[src/rtl/shifter_pkg.sv]
package shifter_pkg;

  typedef enum logic [2:0] {
    SK_NONE = 3'd0,
    SK_LL   = 3'd1,
    SK_RL   = 3'd2,
    SK_RA   = 3'd3,
    SK_RR   = 3'd4
  } shift_kind_e;

  localparam logic [5:0] FN_LL_IMM = 6'h00;
  localparam logic [5:0] FN_RL_IMM = 6'h02;
  localparam logic [5:0] FN_RA_IMM = 6'h03;
  localparam logic [5:0] FN_LL_VAR = 6'h04;
  localparam logic [5:0] FN_RL_VAR = 6'h06;
  localparam logic [5:0] FN_RA_VAR = 6'h07;

  // true for the three function codes whose amount comes from a register
  function automatic logic is_var_form(input logic [5:0] fn);
    return (fn == FN_LL_VAR) || (fn == FN_RL_VAR) || (fn == FN_RA_VAR);
  endfunction

  // maps a code and its rotate-select bit to the operation kind
  function automatic shift_kind_e kind_of(input logic [5:0] fn, input logic rot_sel);
    case (fn)
      FN_LL_IMM, FN_LL_VAR: return SK_LL;
      FN_RL_IMM, FN_RL_VAR: return rot_sel ? SK_RR : SK_RL;
      FN_RA_IMM, FN_RA_VAR: return SK_RA;
      default:              return SK_NONE;
    endcase
  endfunction

endpackage

[src/rtl/shift_decode.sv]
module shift_decode
  import shifter_pkg::*;
#(
  parameter int DATA_W      = 32,
  parameter int SA_LSB      = 6,
  parameter int ROT_IMM_BIT = 21,
  parameter int ROT_VAR_BIT = 6,
  localparam int AMT_W      = $clog2(DATA_W)
) (
  input  logic              valid_i,
  input  logic [5:0]        func_i,
  input  logic [DATA_W-1:0] insn_i,
  input  logic [DATA_W-1:0] rs_i,
  output shift_kind_e       kind_o,
  output logic [AMT_W-1:0]  amt_o,
  output logic              known_o
);

  logic        var_form;
  logic        rot_sel;
  shift_kind_e kind_raw;

  always_comb begin
    var_form = is_var_form(func_i);
    rot_sel  = var_form ? insn_i[ROT_VAR_BIT] : insn_i[ROT_IMM_BIT];
    kind_raw = kind_of(func_i, rot_sel);
    amt_o    = var_form ? rs_i[AMT_W-1:0] : insn_i[SA_LSB +: AMT_W];
    known_o  = valid_i && (kind_raw != SK_NONE);
    kind_o   = known_o ? kind_raw : SK_NONE;
  end

endmodule

[src/rtl/shift_core.sv]
module shift_core
  import shifter_pkg::*;
#(
  parameter int DATA_W = 32,
  localparam int AMT_W = $clog2(DATA_W)
) (
  input  logic [DATA_W-1:0] din_i,
  input  logic [AMT_W-1:0]  amt_i,
  input  shift_kind_e       kind_i,
  output logic [DATA_W-1:0] dout_o
);

  logic go_left;
  logic go_rot;
  logic fill_bit;

  assign go_left  = (kind_i == SK_LL);
  assign go_rot   = (kind_i == SK_RR);
  assign fill_bit = (kind_i == SK_RA) && din_i[DATA_W-1];

  logic [DATA_W-1:0] stg [0:AMT_W];

  // left shifts run through the right-shifting ladder on a mirrored word
  for (genvar i = 0; i < DATA_W; i++) begin : g_mirror_in
    assign stg[0][i] = go_left ? din_i[DATA_W-1-i] : din_i[i];
  end

  for (genvar k = 0; k < AMT_W; k++) begin : g_stage
    localparam int S = 1 << k;
    logic [S-1:0] top_bits;
    assign top_bits   = go_rot ? stg[k][S-1:0] : {S{fill_bit}};
    assign stg[k+1]   = amt_i[k] ? {top_bits, stg[k][DATA_W-1:S]} : stg[k];
  end

  for (genvar i = 0; i < DATA_W; i++) begin : g_mirror_out
    assign dout_o[i] = go_left ? stg[AMT_W][DATA_W-1-i] : stg[AMT_W][i];
  end

endmodule

[src/rtl/shift_rotate_unit.sv]
module shift_rotate_unit
  import shifter_pkg::*;
#(
  parameter int DATA_W      = 32,
  parameter int SA_LSB      = 6,
  parameter int ROT_IMM_BIT = 21,
  parameter int ROT_VAR_BIT = 6
) (
  input  logic              valid_i,
  input  logic [5:0]        func_i,
  input  logic [DATA_W-1:0] insn_i,
  input  logic [DATA_W-1:0] rs_i,
  input  logic [DATA_W-1:0] rt_i,
  output logic [DATA_W-1:0] res_o,
  output logic              known_o
);

  localparam int AMT_W = $clog2(DATA_W);

  shift_kind_e       kind_w;
  logic [AMT_W-1:0]  amt_w;
  logic              known_w;
  logic [DATA_W-1:0] core_w;

  shift_decode #(
    .DATA_W(DATA_W), .SA_LSB(SA_LSB),
    .ROT_IMM_BIT(ROT_IMM_BIT), .ROT_VAR_BIT(ROT_VAR_BIT)
  ) u_dec (
    .valid_i(valid_i), .func_i(func_i), .insn_i(insn_i), .rs_i(rs_i),
    .kind_o(kind_w), .amt_o(amt_w), .known_o(known_w)
  );

  shift_core #(.DATA_W(DATA_W)) u_core (
    .din_i(rt_i), .amt_i(amt_w), .kind_i(kind_w), .dout_o(core_w)
  );

  assign known_o = known_w;
  assign res_o   = known_w ? core_w : '0;

endmodule

[config.mk]
export PLATFORM = sky130hd
export DESIGN_NAME = shift_rotate_unit
export DESIGN_NICKNAME = d
export VERILOG_FILES = /design/src/rtl/shifter_pkg.sv /design/src/rtl/shift_decode.sv /design/src/rtl/shift_core.sv /design/src/rtl/shift_rotate_unit.sv
export SDC_FILE = /design/constraint.sdc
export NUM_CORES = 1
export LEC_CHECK = 0
export ABC_AREA = 1
export BUFFER_PORTS_ARGS = -buffer_cell sky130_fd_sc_hd__buf_2
export CAP_MARGIN = 40
export CORE_MARGIN = 4
export CORE_UTILIZATION = 50
export DETAILED_ROUTE_END_ITERATION = 12
export PLACE_DENSITY = 0.81
export REMOVE_ABC_BUFFERS = 1
export SYNTH_ARGS = -nofsm -noshare
export SYNTH_HDL_FRONTEND = slang
export SYNTH_HIERARCHICAL = 1
export SYNTH_SLANG_ARGS = --single-unit
[constraint.sdc]
create_clock -name vclk -period 3.3
set_input_delay 0.495 -clock vclk [all_inputs]
set_output_delay 0.495 -clock vclk [all_outputs]
set_load 0.01 [all_outputs]
# Word-level counts from Yosys, hierarchy flattened
# Cells that the tools add are included.
[classes]
order_cmp = 0
n_eq_ne = 8
multipliers = 0
addsub = 0
n_bitwise = 0
n_div = 0
n_shift = 0
n_mux = 80
reduce_logical = 9
[ops]
columns = ["operator", "count"]
rows = [
  ["two-way mux 32 bit", 6],
  ["two-way mux 1 bit", 66],
  ["equality test 6 x 3 -> 1 bit, second input constant", 3],
  ["two-way mux 16 bit", 1],
  ["equality test 6 x 2 -> 1 bit, second input constant", 2],
  ["one-hot mux 3 bit (3 select lines)", 1],
  ["two-way mux 8 bit", 1],
  ["logical NOT 6 bit", 1],
  ["two-way mux 3 bit", 2],
  ["OR reduction 2 bit", 3],
  ["two-way mux 5 bit", 1],
  ["two-way mux 4 bit", 1],
  ["equality test 3 x 1 -> 1 bit, second input constant", 1],
  ["equality test 3 x 2 -> 1 bit, second input constant", 1],
  ["equality test 3 bit, second input constant", 1],
  ["nonzero test 3 bit", 1],
  ["logical AND 1 bit", 2],
  ["logical OR 1 bit", 2],
  ["two-way mux 2 bit", 1],
]
[word_totals]
memories = 0
input_bits = 103
latchBits = 0
output_inout_bits = 33
mem_bits_ro = 0
ramBits = 0
wordCells = 97
regBits = 0

# Logic depth before layout (Yosys ltp)
[depth]
depth_word = 23
mapped_depth = 23
mapped_depth_nobuf = 23

# Hierarchy
# Netlist, hierarchy kept.
[modules_own_cells]
columns = ["mod", "n_inst", "area_per_inst_um2", "seq_area_each_um2", "cells_each"]
rows = [
  ["shift_core", 1, 3098.0, 0.0, 693],
  ["shift_rotate_unit", 1, 274.0, 0.0, 67],
  ["shift_decode", 1, 207.7, 0.0, 39],
]

# Worst setup path after synthesis
# No wires, ideal clock.
[synth_timing]
kind = "input -> output"
start = "in func_i[5]"
end = "out res_o[29]"
path_stages = 18
setup_slack_ns = 0.151
t_required_ns = 2.805
n_path_buf = 1
arrival_ns = 2.654
cell_sequence = "nor3_2 > nand2_1 > nor3_1 > nand2_2 > nor2_8 > buf_6 > nand2_1 > nand3_1 > nand3_1 > nand3_1 > nand3_1 > nand2_1 > nand2_1 > nand2_1 > nand3_1 > nand2_1 > nand2_1 > inv_1"
[synth_between]
elab_chain_len = 19
elab_cells_between_ends = 66
cone_classes = "eq/ne: 8; mux: 49; reduce/logical: 9"
[synth_rtl]
columns = ["element", "line", "source"]
rows = [
  ["start, declared", "shift_rotate_unit.sv:10", "input logic [5:0] func_i,"],
  ["equality test 6 x 3 -> 1 bit", "shifter_pkg.sv:20, shifter_pkg.sv:25", ""],
  ["logical OR 1 bit (2 in series)", "shifter_pkg.sv:20", "return (fn == FN_LL_VAR) || (fn == FN_RL_VAR) || (fn == FN_RA_VAR);"],
  ["two-way mux 1 bit", "shift_decode.sv:25", "rot_sel = var_form ? insn_i[ROT_VAR_BIT] : insn_i[ROT_IMM_BIT];"],
  ["two-way mux 3 bit", "shifter_pkg.sv:27", "FN_RL_IMM, FN_RL_VAR: return rot_sel ? SK_RR : SK_RL;"],
  ["one-hot mux 3 bit (3 select lines) *", "shifter_pkg.sv:25", "case (fn)"],
  ["nonzero test 3 bit", "shift_decode.sv:28", "known_o = valid_i && (kind_raw != SK_NONE);"],
  ["logical AND 1 bit", "shift_decode.sv:28", ""],
  ["two-way mux 3 bit *", "shift_decode.sv:29", "kind_o = known_o ? kind_raw : SK_NONE;"],
  ["named net kind_w[0]", "shift_rotate_unit.sv:20", "shift_kind_e kind_w;"],
  ["(+3 left out)", "-", ""],
  ["two-way mux 32 bit / two-way mux 2 bit (equally long branches)", "shift_core.sv:32, shift_core.sv:31", ""],
  ["two-way mux 32 bit / two-way mux 4 bit (equally long branches)", "shift_core.sv:32, shift_core.sv:31", ""],
  ["two-way mux 32 bit / two-way mux 8 bit (equally long branches)", "shift_core.sv:32, shift_core.sv:31", ""],
  ["two-way mux 32 bit / two-way mux 16 bit (equally long branches)", "shift_core.sv:32, shift_core.sv:31", ""],
  ["two-way mux 32 bit", "shift_core.sv:32", "assign stg[k+1] = amt_i[k] ? {top_bits, stg[k][DATA_W-1:S]} : stg[k];"],
  ["two-way mux 1 bit *", "shift_core.sv:36", "assign dout_o[i] = go_left ? stg[AMT_W][DATA_W-1-i] : stg[AMT_W][i];"],
  ["named net core_w[29]", "shift_rotate_unit.sv:23", "logic [DATA_W-1:0] core_w;"],
  ["two-way mux 32 bit *", "shift_rotate_unit.sv:38", "assign res_o = known_w ? core_w : '0;"],
  ["end, declared", "shift_rotate_unit.sv:14", "output logic [DATA_W-1:0] res_o,"],
]
# Mark *: on every way through the listed nets, which the timed path passes. The rest lies on a longest branch.

# Worst setup path in the final report
[layout_timing]
start = "in func_i[5]"
end = "out res_o[2]"
[layout_between]
elab_chain_len = 19
elab_cells_between_ends = 66
cone_classes = "eq/ne: 8; mux: 49; reduce/logical: 9"
[layout_rtl]
columns = ["element", "line"]
rows = [
  ["equality test 6 x 3 -> 1 bit", "shifter_pkg.sv:20, shifter_pkg.sv:25"],
  ["logical OR 1 bit (2 in series)", "shifter_pkg.sv:20"],
  ["two-way mux 1 bit", "shift_decode.sv:25"],
  ["two-way mux 3 bit", "shifter_pkg.sv:27"],
  ["one-hot mux 3 bit (3 select lines) *", "shifter_pkg.sv:25"],
  ["nonzero test 3 bit", "shift_decode.sv:28"],
  ["logical AND 1 bit", "shift_decode.sv:28"],
  ["two-way mux 3 bit *", "shift_decode.sv:29"],
  ["named net kind_w[0]", "shift_rotate_unit.sv:20"],
  ["(+3 left out)", "-"],
  ["two-way mux 2 bit / two-way mux 32 bit (equally long branches)", "shift_core.sv:31, shift_core.sv:32"],
  ["two-way mux 32 bit / two-way mux 4 bit (equally long branches)", "shift_core.sv:32, shift_core.sv:31"],
  ["two-way mux 32 bit / two-way mux 8 bit (equally long branches)", "shift_core.sv:32, shift_core.sv:31"],
  ["two-way mux 32 bit / two-way mux 16 bit (equally long branches)", "shift_core.sv:32, shift_core.sv:31"],
  ["two-way mux 32 bit", "shift_core.sv:32"],
  ["two-way mux 1 bit *", "shift_core.sv:36"],
  ["named net core_w[2]", "shift_rotate_unit.sv:23"],
  ["two-way mux 32 bit *", "shift_rotate_unit.sv:38"],
]
# Marked as above.

==> metrics.md <==
| Metric | Value |
|---|---|
| Leakage power | `2.96 nW` |
| Failing checks | `negative setup slack` |
| First-pass GRT wire length | `21.7 mm` |
| RSZ-0062 raised after global routing | `yes` |
| Mapped Cells | `799` |
| Dpl ws | `-0.165 ns` |
| CP Class | `in -> out` |
| Register area | `0 um2` |
| Die Ht | `92.6 um` |
| Post-DP HPWL | `10.3 mm` |
| GPL Wtd Cong | `1.01` |
| Via-per-instance ratio | `5.87` |
| Starting Density | `52.1%` |
| Routed Wire Length | `14.4 mm` |
| Antenna Cells | `0` |
| Routed WL per cell | `14.8 um` |
| Dpl cell area | `4180 um2` |
| Critical Path RT | `2.80 ns` |
| Crit-path slowest cell | `nor3_4` |
| Share of the synthesized area in the top cell type | `45.0%` |
| FP Rows | `30` |
| Max-Cap Viols | `0` |
| Sequential cell count | `0` |
| CP endpoint | `res_o[2]` |
| Drt pass-1 iters | `5` |
| Vias post-DR | `5711` |
| Crit end category | `output pin` |
| I/O Buffers | `83` |
| Power Density | `148 nW/um2` |
| Fmax | `301 MHz` |
| Arrival time at the worst endpoint | `2.83 ns` |
| Die area | `8580 um2` |
| Crit path launch type | `primary input` |
| Outcome | `finished with violations` |
| Clock period minus worst slack | `3.32 ns` |
| Final slew viol count | `0` |
| Dpl cells | `960` |
| Origin of the worst setup path | `func_i[5]` |
| Initial antenna violation count | `0` |
| Crit Path Max Fanout | `8` |
| Synth cell types | `21` |
| Crit path cell chain | `buf_6 > nor3_4 > nand2_1 > nor3_2 > buf_6 > nand3_4 > clkbuf_16 > nand2_1 > nand3_1 > nand3_1 > nand2_1 > nand2_1 > nand2_1 > nand2_1 > nand3_1 > nand2_1 > nand2_1 > nand2_1 > nand2_1 > inv_1 > buf_2` |
| Min-Delay Path Class | `in -> out` |
| Core area | `6870 um2` |
| ANT nets after route | `0` |
| Global-route usage over all layers | `30.3%` |
| Layout area overhead | `37.1%` |
| Register area share after synthesis | `0%` |
| Slew Limit Headroom | `74.0%` |
| Most numerous cell in the Yosys netlist | `nand3_1` |
| GR Overflow Total | `0` |
| Min setup slack post-route | `-0.0206 ns` |
| Chip width | `92.6 um` |
| Largest net degree at the start of global routing | `36` |
| Hold-fix buffers, CTS | `0` |
| I/O Pins | `136` |
| Vias in the first global route | `4597` |
| Synth warnings | `6` |
| Clock Buffer Count | `0` |
| Layout cells sized above 1 | `29.8%` |
| Area contributors post-synth | `nand3_1, nand2_1, inv_1, buf_6, buf_1` |
| Initial DRC count | `684` |
| Mean cell area of the mapped netlist | `4.48 um2` |
| Final Hold Viols | `0` |
| Top cell by count, worst path | `nand2_1` |
| Commonest cells post-synth | `nand3_1, nand2_1, inv_1` |
| Period utilisation layout | `101%` |
| Drt drc | `0` |
| Cell taking the most area after synthesis | `nand3_1` |
| Total negative slack | `-0.0687 ns` |
| Mapped Area | `3580 um2` |
| Cell area after layout | `4910 um2` |
| Endpoints failing setup | `6` |
| Util after Layout | `71.4%` |
| Maximum VDD drop | `0.129 mV` |
| Layout Nets | `982` |
| Fin cells | `973` |
| Slew @ Worst Pin | `0.389 ns` |
| CP peak stage delay | `0.21 ns` |
## routing by layer
metal,track usage [%],part of all wire [%],vias to the layer above
li1,-,-,2779
met1,41.2,39,2503
met2,50.3,46,365
met3,2.11,10,64
met4,10.7,5.2,0
met5,0,0,-
## layout by cell type (no fill, tap or decap), drive strengths merged
cell and n:
a21oi 1, o21ai 5, nand2 315, clkbuf 2, nand4 4, nand3 324
clkinv 2, nand3b 2, nor2 14, inv 78, nor3 4, buf 126
## layout make-up
type	count	area [um2]
Timing Repair Buffer	128	903
Fill cell	652	1960
Inverter	80	305
Tap cell	96	120
Multi-Input combinational cell	669	3580
## critical path: cells and delay by family
family	cells	cell delay (ns)
and+or+nand+nor	16	1.64
buffers and inverters	5	0.67
## worst min path at each step
stage / endpoint / slack, ns / cells after the start / from
after floorplan: known_o / 1.34 / 2 / valid_i
after global placement: known_o / 1.73 / 6 / valid_i
after detailed placement: known_o / 1.74 / 6 / valid_i
after CTS: known_o / 1.73 / 6 / valid_i
after global routing: known_o / 1.83 / 7 / func_i[4]
final: known_o / 1.77 / 7 / func_i[4]
## power breakdown
| part | switching (mW) | leakage, nW | internal, mW |
|---|---|---|---|
| sequential | 0 | 0 | 0 |
| clock | 0 | 0 | 0 |
| combinational | 0.473 | 2.96 | 0.251 |
| total | 0.473 | 2.96 | 0.251 |
## per-stage QoR
step,hold slack (ns),power (mW)
after detailed placement,1.74,0.616
after CTS,1.73,0.622
final,1.77,0.724
after floorplan,1.34,0.422
after global placement,1.73,0.610
after global routing,1.83,0.801
## repair_timing
item	in CTS	in global routing
endpoints found under the setup margin	32	32
buffers inserted	4	5
gates cloned	2	2
resized for setup	2	133
hold endpoints to repair	0	0
pin swaps	2	13
## kinds of logic after synthesis
group | synth area share, %
compound gates | 1.36
buf+inv | 16.1
simple gates | 82.6
Power figures use the tool's default switching activity.
